File: src/rtl/mdio_access_ctrl.sv
module mdio_access_ctrl #(
  parameter int DIV_HALF = 5
) (
  input  logic        clk,
  input  logic        rst_n,
  input  logic        reg_wr,
  input  logic [31:0] reg_wdata,
  output logic [31:0] reg_rdata,
  output logic        busy,
  output logic        mdc,
  output logic        mdio_oe,
  output logic        mdio_o,
  input  logic        mdio_i
);
  localparam int FRAME_BITS = 64;
  localparam int TA_FIRST   = 46;
  localparam int DATA_FIRST = 48;
  localparam int CW  = $clog2(DIV_HALF + 1);
  localparam int IW  = $clog2(FRAME_BITS);
  localparam int LEN = FRAME_BITS * 2 * DIV_HALF;
  localparam int LW  = $clog2(LEN + 1) + 1;

  logic                  req, wr_op, mdc_q;
  logic [4:0]            phy, regad;
  logic [15:0]           data;
  logic [CW-1:0]         div_cnt;
  logic [IW-1:0]         bit_idx;
  logic [FRAME_BITS-1:0] sh;
  logic                  tick, start;

  assign tick  = req && (div_cnt == CW'(DIV_HALF - 1));
  assign start = reg_wr && !req && reg_wdata[31];

  always_ff @(posedge clk or negedge rst_n) begin
    if (!rst_n) begin
      req <= 1'b0; wr_op <= 1'b0; mdc_q <= 1'b0;
      phy <= '0; regad <= '0; data <= '0;
      div_cnt <= '0; bit_idx <= '0; sh <= '0;
    end else if (reg_wr && !req) begin
      req     <= reg_wdata[31];
      wr_op   <= reg_wdata[30];
      phy     <= reg_wdata[25:21];
      regad   <= reg_wdata[20:16];
      data    <= reg_wdata[15:0];
      div_cnt <= '0;
      mdc_q   <= 1'b0;
      bit_idx <= '0;
      sh      <= {32'hFFFF_FFFF, 2'b01, reg_wdata[30] ? 2'b01 : 2'b10,
                  reg_wdata[25:21], reg_wdata[20:16], 2'b10, reg_wdata[15:0]};
    end else if (req) begin
      div_cnt <= tick ? '0 : div_cnt + CW'(1);
      if (tick) begin
        if (!mdc_q) begin
          mdc_q <= 1'b1;
          if (!wr_op && bit_idx >= IW'(DATA_FIRST))
            data <= {data[14:0], mdio_i};
        end else begin
          mdc_q <= 1'b0;
          if (bit_idx == IW'(FRAME_BITS - 1)) begin
            req <= 1'b0;
          end else begin
            bit_idx <= bit_idx + IW'(1);
            sh      <= {sh[FRAME_BITS-2:0], 1'b0};
          end
        end
      end
    end
  end

  assign busy      = req;
  assign mdc       = mdc_q;
  assign mdio_oe   = req && (wr_op || bit_idx < IW'(TA_FIRST));
  assign mdio_o    = mdio_oe & sh[FRAME_BITS-1];
  assign reg_rdata = {req, wr_op, 4'b0000, phy, regad, data};

  logic [LW-1:0] chk_cnt;
  always_ff @(posedge clk or negedge rst_n) begin
    if (!rst_n)     chk_cnt <= '0;
    else if (start) chk_cnt <= '0;
    else if (req)   chk_cnt <= chk_cnt + LW'(1);
  end

  p_start_r1: assert property (@(posedge clk) disable iff (!rst_n)
    start |=> (busy && reg_rdata[31]));

  p_frame_length_r2: assert property (@(posedge clk) disable iff (!rst_n)
    $fell(busy) |-> (chk_cnt == LW'(LEN)));

  p_stable_high_r6: assert property (@(posedge clk) disable iff (!rst_n)
    mdc |-> ($stable(mdio_o) && $stable(mdio_oe)));

  p_ignore_busy_r7: assert property (@(posedge clk) disable iff (!rst_n)
    (busy && reg_wr) |=> $stable(reg_rdata[30:16]));

  p_idle_quiet_r9: assert property (@(posedge clk) disable iff (!rst_n)
    !busy |-> (!mdc && !mdio_oe));
endmodule

File: config.mk
export PLATFORM = sky130hd
export DESIGN_NAME = mdio_access_ctrl
export DESIGN_NICKNAME = d
export VERILOG_FILES = /design/src/rtl/mdio_access_ctrl.sv
export SDC_FILE = /design/constraint.sdc
export NUM_CORES = 1
export LEC_CHECK = 0
export ABC_AREA = 1
export BUFFER_PORTS_ARGS = -buffer_cell sky130_fd_sc_hd__buf_2
export CORE_AREA = 2 2 101 103
export CTS_BUF_LIST = sky130_fd_sc_hd__clkbuf_8
export DETAILED_ROUTE_END_ITERATION = 10
export DIE_AREA = 0 0 103 105
export PLACE_DENSITY = 0.7
export SLEW_MARGIN = 25
export SYNTH_ARGS = -nofsm -noshare
export SYNTH_HDL_FRONTEND = slang
export SYNTH_SLANG_ARGS = --single-unit
File: constraint.sdc
create_clock -name clk -period 4.55 [get_ports clk]
set_input_delay 0.6825 -clock clk [delete_from_list [all_inputs] [get_ports clk]]
set_output_delay 0.6825 -clock clk [all_outputs]
set_load 0.1 [all_outputs]
### After elaboration in Yosys (flattened, before gate mapping)

Cells that the tools add are included.

| cells by class | value |
|---|---|
| add/subtract/negate cells | 2 |
| $lt $le $gt $ge | 2 |
| eq/ne operators | 4 |
| muxes and demuxes | 28 |
| bitwise gates (word level) | 1 |
| reduce and logical (&&, ||, !) cells | 14 |

Operators with widths:

| kind | number |
|---|---|
| $mux W64 | 5 |
| $mux W16 | 5 |
| $mux W6 | 5 |
| $mux W1 | 9 |
| $mux W3 | 3 |
| $reduce_and A4 Y1 | 2 |
| $reduce_bool A2 Y1 | 4 |
| $add A6 B1 Y6 const B | 1 |
| $eq A6 B6 Y1 const B | 1 |
| $ge A6 B6 Y1 const B | 1 |
| $lt A6 B6 Y1 const B | 1 |
| $logic_and A1 B1 Y1 | 4 |
| $add A3 B1 Y3 const B | 1 |
| $eq A3 B3 Y1 const B | 1 |
| $logic_not A1 Y1 | 2 |
| $mux W2 | 1 |
| $ne A2 B1 Y1 const B | 1 |
| $ne A2 B2 Y1 const B | 1 |
| $reduce_and A2 Y1 | 1 |
| $and A1 B1 Y1 | 1 |
| $logic_or A1 B1 Y1 | 1 |

| word-level totals | value |
|---|---|
| flip-flop bits (word level) | 102 |
| bits of input ports | 36 |
| output and inout bits | 36 |

### Depth between registers and ports, before layout

Gate-level depths: netlist (run 1).

| depth | value |
|---|---|
| depth in word-level cells | 7 |
| depth in mapped cells | 10 |
| mapped depth without buffers | 9 |

### Worst setup path after synthesis (run 1)

OpenSTA, ideal clock, no wires.

| path | value |
|---|---|
| kind | register to output |
| from | register req (netlist: busy) |
| to | output mdio_o |
| arrival | 2.506 ns |
| data required time | 3.868 ns |
| path slack | 1.361 ns |
| stages on the path, launching flop included | 3 |
| path buffers | 0 |
| cells stage by stage | dfrtp_1 -> nand3_1 -> nor2_1 |

| on the way | value |
|---|---|
| cells in the longest elaborated chain, start to end | 2 |

Ends and longest elaborated chain:

| element | RTL line | source |
|---|---|---|
| start, declared | 23 | `logic req, wr_op, mdc_q;` |
| start signal, assigned | 40 | `req <= reg_wdata[31];` |
| $logic_and A1 B1 Y1 | 72 | `assign mdio_oe = req && (wr_op \|\| bit_idx < IW'(TA_FIRST));` |
| $and A1 B1 Y1 | 73 | `assign mdio_o = mdio_oe & sh[FRAME_BITS-1];` |
| end, declared | 12 | `output logic mdio_o,` |

Every way passes these cells.

### Final worst setup path (run 1)

| path | value |
|---|---|
| from | register bit_idx[1] |
| to | register bit_idx[3] |

| on the way | value |
|---|---|
| cells in the longest elaborated chain, start to end | 6 |
| elaborated cells on any way between the ends | 9 |
| those cells by class | 1 x add/sub; 2 x eq/ne; 5 x mux; 1 x reduce/logical |

Ends and longest elaborated chain:

| element | RTL line | source |
|---|---|---|
| start, declared | 27 | `logic [IW-1:0] bit_idx;` |
| start signal, assigned | 62 | `bit_idx <= bit_idx + IW'(1);` |
| $add A6 B1 Y6 | 62 |  |
| $mux W6 | 59 | `if (bit_idx == IW'(FRAME_BITS - 1)) begin` |
| $mux W6 | 53 | `if (!mdc_q) begin` |
| $mux W6 | 52 | `if (tick) begin` |
| $mux W6 | 50 | `end else if (req) begin` |
| $mux W6 | 39 | `end else if (reg_wr && !req) begin` |

Several ways; a longest one is shown, not always the timed one. The select of a mux whose other input is x is not followed.
A chain may end at the register's enable or synchronous reset.

==> results of run 1 <==
[state kept, by name, indices dropped and copies added (netlist names)]
| register | cells |
|---|---|
| sh | 64 |
| data | 16 |
| bit_idx | 6 |
| phy | 5 |
| regad | 5 |
| div_cnt | 3 |
| busy | 1 |
| mdc | 1 |
| wr_op | 1 |
[cell usage in the layout, fill, tap and decap left out, types with 2 or more instances in the layout]
| master | synthesis | final |
|---|---|---|
| nand4_1 | 6 | 6 |
| o21ai_0 | 49 | 49 |
| nor2_2 | 2 | 3 |
| buf_4 | 8 | 5 |
| nand2_2 | 2 | 2 |
| a21boi_0 | 3 | 3 |
| inv_1 | 34 | 35 |
| o21ai_2 | 13 | 13 |
| dfrtp_1 | 102 | 102 |
| conb_1 | 1 | 4 |
| nand3_1 | 24 | 24 |
| or2_1 | 2 | 2 |
| nand2_1 | 225 | 225 |
| nor2_1 | 37 | 35 |
| o21ai_1 | 11 | 11 |
| buf_2 | 17 | 62 |
| inv_2 | 2 | 2 |
| ha_1 | 3 | 3 |
| a21oi_1 | 3 | 3 |
| clkbuf_8 | 0 | 9 |
| bufinv_16 | 0 | 2 |
| or2_2 | 15 | 15 |
[cell type report]
class / count / area (µm²)
Multi-Input combinational cell: 405 / 1847
Inverter: 36 / 135.1
Clock buffer: 9 / 123.9
Tap cell: 133 / 166.4
Clock inverter: 6 / 86.33
Sequential cell: 102 / 2552
Timing Repair Buffer: 67 / 347.8
Fill cell: 939 / 4380
[kinds of logic (layout without fill, tap and decap cells)]
family	after synthesis	after routing	share of synthesized area, %
compound gates	80	80	9.709
fa+ha+maj	3	3	0.7937
buf+inv	72	118	7.434
flops	102	102	53.97
other cells	1	4	0.07929
simple gates	318	318	28.02
[power by group]
| group | switching [mW] | internal, mW | leakage (nW) |
|---|---|---|---|
| registers | 0.118 | 1.20 | 1.30 |
| clock network | 0.307 | 0.307 | 0.111 |
| logic | 0.630 | 0.306 | 1.46 |
| total | 1.06 | 1.81 | 2.87 |
[cells in the mapped netlist (3+ instances only)]
cell type / instances / area, µm²
o21ai_2: 13 / 113.9
a21oi_1: 3 / 15.01
nand2_1: 225 / 844.6
inv_1: 34 / 127.6
buf_2: 17 / 85.08
or2_2: 15 / 93.84
buf_4: 8 / 60.06
ha_1: 3 / 37.54
dfrtp_1: 102 / 2552
clkbuf_1: 5 / 18.77
nand4_1: 6 / 37.54
buf_6: 4 / 45.04
o21ai_0: 49 / 245.2
nor2_1: 37 / 138.9
o21ai_1: 11 / 55.05
a21boi_0: 3 / 22.52
nand3_1: 24 / 120.1
[critical path, delay by kind of cell, from the launching register on]
kind | cells | cell delay, ns
adder cells (fa/ha/maj) | 1 | 0.21
buffers and inverters | 1 | 0.44
flip-flops | 1 | 0.41
AND/OR/NAND/NOR | 7 | 1.52
[through the flow]
stage / setup WS (ns) / util, %
2_1_floorplan: 1.361 / -
3_3_place_gp: 1.942 / 52.38
3_5_place_dp: 1.898 / 52.38
4_1_cts: 1.875 / 54.56
5_1_grt: 1.590 / 54.56
6_report: 1.885 / 54.56
[metal layers]
metal	vias up	global-route usage, %
met2	80	30.38
met3	8	2.809
li1	1878	-
met5	-	0
met4	0	7.331
met1	1795	25.98
[worst min-delay path by stage]
stage | from | endpoint | depth (start not counted)
after detailed placement | regad[1]$_DFFE_PN0P_ | regad[1]$_DFFE_PN0P_ | 2
after floorplan | rst_n | bit_idx[0]$_DFFE_PN0P_ | 0
after CTS | rst_n | sh[32]$_DFFE_PN0P_ | 1
final | rst_n | sh[53]$_DFFE_PN0P_ | 1
after global placement | regad[0]$_DFFE_PN0P_ | regad[0]$_DFFE_PN0P_ | 2
after global routing | regad[3]$_DFFE_PN0P_ | regad[3]$_DFFE_PN0P_ | 2
==> summary.txt, run 1 <==
WL met2: 4669 µm
top_reg_cell synth: dfrtp_1
starting density of the core: 49.07%
largest net degree at the start of global routing: 74
layout net count: 660
RSZ-0062 raised after global routing: no
diode count: 0
CP Launch Point: bit_idx[1]$_DFFE_PN0P_
gpl congestion: 0.7297
cells along the critical path: ha_1 -> nand2_1 -> nor2_2 -> nand2_1 -> nand2_2 -> nand2_4 -> inv_2 -> nand2_1 -> nand2_1
Reg2Reg Setup Slack: 1.88 ns
leakage: 2.866 nW
Final Critical Period: 2.665 ns
number of vias per cell: 4.962
Placed Cells incl. Taps: 743
CTS tree: yes
CTS H-tree lvls: 3
CP required: 4.85 ns
Pwr per Cell Area: 545.4 mW/mm²
reg-to-reg critical path endpoint: bit_idx[3]$_DFFE_PN0P_
Fin. Hold Viols: 0
crit path DAT: 2.96 ns
share of layout cells above drive strength 1: 19.20%
peak supply drop: 222.4 µV
Max Fclk: 375.2 MHz
sequential area share after synthesis: 53.97%
worst slew pin tran: 0.9760 ns
initial antenna violation count: 0
Setup TNS: 0 ns
DRC violations left: 0
root buf cell: clkbuf_8
I/O Buffers: 63
Initial DRC Count: 168
Critical R2R Launch: bit_idx[1]$_DFFE_PN0P_
Critical Path Sink Type: flip-flop
met1 WL: 4368 µm
FFs w/ async S/R, synth: 100.0%
TritonCTS Buffers: 9
Worst Path Max Fanout: 42
Worst Setup Path Type: flip-flop to flip-flop
worst min path class: primary input to async pin
fin crit share: 58.57%
clock sink count: 102
Reg2Reg Depth: 9
Cell Area, Synth: 0.004730 mm²
post-synth cell types: 29
CP max stage delay: 0.56 ns
Max Used Layer: met4
Clock Skews: 0.01360 ns
gr usage total: 19.01%
max_slew headroom: 34.86%
syn avg cell area: 8.211 µm²
CP endpoint: bit_idx[3]$_DFFE_PN0P_
slowest cell on the critical path: nand2_2
clock latency on the worst-skew pair: 0.37 ns
vias in the first global route: 3538
maxcap violations: 0
core area: 0.009639 mm²
die height: 105 µm
WL met3: 378 µm
number of flops mapped to enable cells by yosys: 0
Die X: 103 µm
Synth Register Bits: 102
drt wl/cell: 12.56 µm
Congestion Overflow GR: 0
CP dominant cell by count: nand2_1
CTS Hold Bufs: 0
Final Setup Violations: 0
final total power: 2.868 mW
Post-DP Area: 0.005049 mm²
placement row count: 36
fin. max-slew vios: 0
area grow syn2layout: 11.19%
CTS-repair resized insts: 0
fin area: 0.005259 mm²
yosys warns: 0
startpoint types: flip-flop
drt total wl: 9519 µm
global-route wire length before repair: 16340 µm
status: finished, final reports clean
clock transition at the registers of the reported paths: 0.09 ns
tightest hold margin: 0.4491 ns
1st-pass router iterations: 4
Vias: 3761
Ports: 72
post-route insts no fill: 758
DRT antenna net count: 0
die area: 0.01082 mm²
placed wire-length estimate: 6034 µm
postcts setup bufs: 0
Syn Inst Count: 576
CTS max path bufs: 2
No activity file was read; power rests on OpenSTA's default activity.
==> run 2: changes to the inputs <==
Clock period 4.55 ns to 2.62 ns, I/O delays scaled along.
==> run 2 against run 1 <==
  * Clock skew grew 0.0057 ns
  * Register-to-register slack lost 1.1 ns
  * Total power grew 71%
  * Final area grew 0.93%
  * Clock power grew 64%
  * Largest power group unchanged
  * Final cell count grew 0.79%
  * Utilization grew 0.51 points
  * Combinational power grew 72%
==> summary.txt, run 2 (same netlist as run 1, synthesis figures left out) <==
CTS max path bufs: 2 (unchanged)
Vias: 3685 (-2.0%)
CTS Hold Bufs: 0 (unchanged)
fin crit share: 79.80%
clock latency on the worst-skew pair: 0.36 ns (about the same)
TritonCTS Buffers: 9 (unchanged)
global-route wire length before repair: 15810 µm (-3.3%)
die area: 0.01082 mm² (unchanged)
area grow syn2layout: 12.22%
starting density of the core: 49.07% (unchanged)
postcts setup bufs: 0 (unchanged)
Final Critical Period: 2.091 ns
drt wl/cell: 11.71 µm (-6.7%)
RSZ-0062 raised after global routing: no
DRT antenna net count: 0 (unchanged)
maxcap violations: 0 (unchanged)
number of vias per cell: 4.823 (-2.8%)
vias in the first global route: 3562 (+0.68%)
peak supply drop: 375.5 µV (+69%)
startpoint types: flip-flop
Filler cells: 944 (+0.53%)
fin. max-slew vios: 0 (unchanged)
Reg2Reg Setup Slack: 0.78 ns (-1.10 ns)
initial antenna violation count: 0 (unchanged)
Initial DRC Count: 128 (-24%)
Congestion Overflow GR: 0 (unchanged)
commonest non-fill, non-tap cell in the layout: nand2_1
Critical Path Sink Type: output pin
Fin. Hold Viols: 0 (unchanged)
layout net count: 665 (+0.76%)
flip-flop and latch area: 0.002552 mm² (unchanged)
CP max stage delay: 0.44 ns (-0.12 ns)
largest net degree at the start of global routing: 74 (unchanged)
Die X: 103 µm (unchanged)
Max Fclk: 478.3 MHz
CP endpoint: mdio_o
placed wire-length estimate: 5849 µm (-3.1%)
worst path bufs/invs: 2 (+1)
I/O Buffers: 63 (unchanged)
root buf cell: clkbuf_8
max_slew headroom: 53.62% (+19 points)
1st-pass router iterations: 4 (unchanged)
drt total wl: 8950 µm (-6.0%)
largest registers: sh: 64 flops, data: 16 flops, bit_idx: 6 flops
max reg flops: 64 (unchanged)
crit path DAT: 1.70 ns (-1.26 ns)
Reg2Reg Depth: 6 (-3)
post-route setup slack: 0.5293 ns (-1.356 ns)
Setup TNS: 0 ns (unchanged)
Setup WS pre-CTS: 0.7915 ns (-1.106 ns)
gr usage total: 18.02% (-0.98 points)
most flop-heavy register: sh
clock transition at the registers of the reported paths: 0.09 ns (about the same)
Worst path depth: 6 (-3)
area of the multi-input gates: 0.001849 mm² (+0.14%)
worst min path class: primary input to async pin
Final Setup Violations: 0 (unchanged)
Clock Skews: 0.01930 ns (+0.005699 ns)
CTS H-tree lvls: 3 (unchanged)
clock sink count: 102 (unchanged)
gpl congestion: 0.7414 (+1.6%)
slowest cell on the critical path: dfrtp_1
core area: 0.009639 mm² (unchanged)
crit-path leading delay family: buffers and inverters
reg-to-reg critical path endpoint: sh[28]$_DFFE_PN0P_
Ports: 72 (unchanged)
CTS tree: yes
status: finished, final reports clean
Pwr per Cell Area: 924.1 mW/mm² (+69%)
worst slew pin tran: 0.6957 ns (-0.2803 ns)
most frequent cells in the layout: 225 x nand2_1, 102 x dfrtp_1, 62 x buf_2
Critical R2R Launch: busy$_DFF_PN0_
diode count: 0 (unchanged)
CP Launch Point: bit_idx[5]$_DFFE_PN0P_
die height: 105 µm (unchanged)
CTS-repair resized insts: 0 (unchanged)
DRC violations left: 0 (unchanged)
Worst Path Max Fanout: 5 (-88%)
share of layout cells above drive strength 1: 20.29% (+1.1 points)
CP required: 2.23 ns (-2.62 ns)
leakage: 2.879 nW (+0.44%)
cells along the critical path: nand2_1 -> nor2_1 -> inv_1 -> nand3_1 -> nor2_2 -> buf_2
placement row count: 36 (unchanged)
Worst Setup Path Type: flip-flop to output pin
==> run 2: changes by cell type in the layout (fill, tap and decap cells not counted), sizes merged <==
cell      before  now
bufinv         2    1
clkinv         2    1
clkbuf         9   10
buf           67   72
clkinvlp       0    3
inv           38   37
==> run 2: final cells by class <==
type | count | share of cell area [%]
sequential | 102 | 48.09
multi-input combinational | 405 | 34.84
timing repair buffer | 72 | 7.496
tap | 133 | 3.135
clock buffer | 10 | 2.593
inverter | 36 | 2.546
clock inverter | 6 | 1.297
==> run 2: how the worst min path moves through the flow <==
| stage | from | end | cells past startpoint |
|---|---|---|---|
| 2_1_floorplan | rst_n | bit_idx[0]$_DFFE_PN0P_ | 0 |
| 6_report | rst_n | sh[53]$_DFFE_PN0P_ | 1 |
| 3_3_place_gp | rst_n | sh[54]$_DFFE_PN0P_ | 1 |
| 5_1_grt | rst_n | sh[19]$_DFFE_PN0P_ | 1 |
| 4_1_cts | rst_n | sh[53]$_DFFE_PN0P_ | 1 |
| 3_5_place_dp | rst_n | sh[53]$_DFFE_PN0P_ | 1 |
==> run 2: worst register-to-register path: cells and delay by family (launching register included) <==
kind,cells,cell delay [ns]
AND/OR/NAND/NOR,4,0.64
buffers and inverters,1,0.57
flip-flops,1,0.51
AO/OA/AOI/OAI,1,0.06
==> run 2: metal layers <==
metal | track usage (%) | vias to the layer above | share of wire [%]
met4 | 6.485 | 0 | 1.9
met5 | 0 | - | 0
met2 | 28.43 | 75 | 46
li1 | - | 1898 | -
met3 | 2.609 | 12 | 3.5
met1 | 25.25 | 1700 | 49
==> run 2: through the flow <==
step / std cells / power (mW) / hold WS, ns / utilization [%] / area (µm²)
after floorplan: 579 / 3.641 / 0.09741 / - / 4743
after global placement: 748 / 3.874 / 0.4083 / 52.92 / 5101
after detailed placement: 748 / 3.940 / 0.4111 / 52.92 / 5101
after CTS: 764 / 4.966 / 0.01449 / 55.06 / 5308
after global routing: 764 / 5.305 / 0.03753 / 55.06 / 5308
final: 764 / 4.905 / 0.001996 / 55.06 / 5308
==> run 2: where the power goes <==
| group | internal (mW) | switching (mW) | leakage [nW] |
|---|---|---|---|
| clock network | 0.473 | 0.542 | 0.0964 |
| registers | 2.08 | 0.197 | 1.30 |
| logic | 0.546 | 1.06 | 1.48 |
==> run 3: changes to the inputs <==
Settings changed: PLACE_DENSITY 0.7 to 0.73.
Clock period 2.62 ns to 1.7 ns, I/O delays scaled along.
==> run 3 against run 2 <==
  * Setup slack got worse by 0.52 ns
  * Die area did not move
  * Sequential cell count did not move
  * Non-clock buffer count rose by 23
  * Sequential power rose by 55%
  * Wire length rose by 22%
  * Sequential share of layout area fell by 3.9 points
  * Via count rose by 8.9%
  * First-iteration DRC count rose by 110%
  * Global-route usage rose by 1.1 points
  * Final area rose by 9.0%
  * Total power rose by 67%
==> summary.txt, run 3 (same netlist as run 1, synthesis figures left out) <==
number of vias per cell: 5.099 (+5.7%)
Filler cells: 844 (-11%)
Ports: 72 (unchanged)
NetSw: 3.161 mW (+75%)
CP required: 1.44 ns (-0.79 ns)
Worst Setup Path Type: flip-flop to output pin
largest registers: sh: 64 flops, data: 16 flops, bit_idx: 6 flops
worst min path class: primary input to flip-flop
CTS max path bufs: 2 (unchanged)
busiest grt layer: met2
commonest non-fill, non-tap cell in the layout: nand2_1
RSZ-0062 raised after global routing: yes
die height: 105 µm (unchanged)
sequential share of power: 43.0% (-3.5 points)
core area: 0.009639 mm² (unchanged)
sw frac: 38.49% (+1.7 points)
Initial DRC Count: 274 (+110%)
gr usage total: 19.09% (+1.1 points)
status: finished, final reports clean
global-route wire length before repair: 16680 µm (+5.5%)
Final Critical Period: 1.691 ns
Post-DP Area: 0.005238 mm² (+2.7%)
CTS H-tree lvls: 3 (unchanged)
DRC violations left: 0 (unchanged)
most frequent cells in the layout: 223 x nand2_1, 100 x dfrtp_1, 60 x buf_2
gpl congestion: 0.7658 (+3.3%)
part of the power in the clock network: 16.7% (-4.0 points)
Gate power share: 40.3% (+7.4 points)
clock transition at the registers of the reported paths: 0.10 ns (about the same)
CTS tree: yes
drt wl/cell: 13.89 µm (+19%)
Setup TNS: 0 ns (unchanged)
Vias: 4013 (+8.9%)
1st-pass router iterations: 5 (+1)
layout net count: 688 (+3.5%)
Final Setup Violations: 0 (unchanged)
startpoint types: flip-flop
Critical Path Sink Type: output pin
Max Fclk: 591.3 MHz
area grow syn2layout: 22.35%
clock latency on the worst-skew pair: 0.37 ns (about the same)
crit path DAT: 1.44 ns (-0.26 ns)
largest net degree at the start of global routing: 50 (-32%)
Int Pwr: 5.051 mW (+63%)
met1 Usage GRT: 24.57% (-0.68 points)
fin crit share: 99.48%
TritonCTS Buffers: 9 (unchanged)
Util after Layout: 60.03% (+5.0 points)
root buf cell: clkbuf_8
vias in the first global route: 3796 (+6.6%)
maxcap violations: 0 (unchanged)
area of the multi-input gates: 0.001954 mm² (+5.7%)
Die X: 103 µm (unchanged)
final total power: 8.212 mW (+67%)
tightest hold margin: 0.09285 ns (+0.09086 ns)
leakage: 3.100 nW (+7.7%)
most flop-heavy register: sh
placement row count: 36 (unchanged)
Congestion Overflow GR: 0 (unchanged)
starting density of the core: 49.07% (unchanged)
share of layout cells above drive strength 1: 24.92% (+4.6 points)
Pwr per Cell Area: 1419 mW/mm² (+54%)
max reg flops: 64 (unchanged)
initial antenna violation count: 0 (unchanged)
fin. max-slew vios: 0 (unchanged)
drt total wl: 10930 µm (+22%)
fin area: 0.005787 mm² (+9.0%)
placed wire-length estimate: 6234 µm (+6.6%)
Worst Path Max Fanout: 3 (-2)
Clock Skews: 0.01690 ns (-0.002398 ns)
Fin. Hold Viols: 0 (unchanged)
peak supply drop: 590.7 µV (+57%)
die area: 0.01082 mm² (unchanged)
clock sink count: 102 (unchanged)
flip-flop and latch area: 0.002557 mm² (+0.20%)
diode count: 0 (unchanged)
I/O Buffers: 63 (unchanged)
met2 Use GR: 32.75% (+4.3 points)
met3 Usage GRT: 2.609% (unchanged)
DRT antenna net count: 0 (unchanged)
run 3: worst paths after layout:
check / cells past startpoint / start / slack [ns] / to
worst max-delay path: 5 / wr_op$_DFFE_PN0P_ / 0.009 / mdio_oe
worst min-delay path: 3 / reg_wdata[31] / 0.09 / busy$_DFF_PN0_
worst max register to register: 10 / bit_idx[1]$_DFFE_PN0P_ / 0.03 / sh[28]$_DFFE_PN0P_
worst min register to register: 2 / sh[12]$_DFFE_PN0P_ / 0.48 / sh[13]$_DFFE_PN0P_
max in group asynchronous: 3 / rst_n / 0.72 / phy[1]$_DFFE_PN0P_
min in group asynchronous: 2 / rst_n / 0.27 / sh[63]$_DFFE_PN0P_
run 3: area by class of cell:
type	instances	share of cell area [%]
Sequential cell	102	44.19
Multi-Input combinational cell	405	33.77
Timing Repair Buffer	95	13.82
Tap cell	133	2.876
Inverter	36	2.486
Clock buffer	9	2.141
Clock inverter	7	0.7135
run 3: layer usage:
layer | routed length (µm) | up-vias | part of all wire (%)
li1 | - | 1937 | -
met1 | 4749 | 1938 | 43
met2 | 5457 | 105 | 50
met3 | 475 | 33 | 4.3
met4 | 247 | 0 | 2.3
met5 | 0 | - | 0
run 3: power groups by stage:
stage	Sequential [mW]	Combinational (mW)	Clock (mW)
2_1_floorplan	3.81	1.81	0
3_3_place_gp	3.54	2.56	0
3_5_place_dp	3.56	2.66	0
4_1_cts	3.50	2.75	1.37
5_1_grt	3.61	3.67	1.48
6_report	3.53	3.31	1.37
run 3: stage by stage:
stage          cells  setup slack, ns
2_1_floorplan    579          0.04771
4_1_cts          774         -0.01696
5_1_grt          787         -0.06586
3_5_place_dp     752           0.1258
3_3_place_gp     752           0.1524
6_report         787         0.008854
run 3: what timing repair did:
item | 4_1_cts | 5_1_grt
gates cloned | 0 | 10
buffers inserted | 5 | 3
setup endpoints to repair | 2 | 52
hold buffers | 1 | 0
pin swaps | 2 | 9
gates resized for setup | 3 | 36
hold endpoints to repair | 11 | 0
run 3: critical path: stages, from the launching register on:
cell and delay (ns):
dfrtp_1 0.45, inv_2 0.08, nand4_1 0.14, nand3_4 0.13, clkinvlp_4 0.10, buf_12 0.17
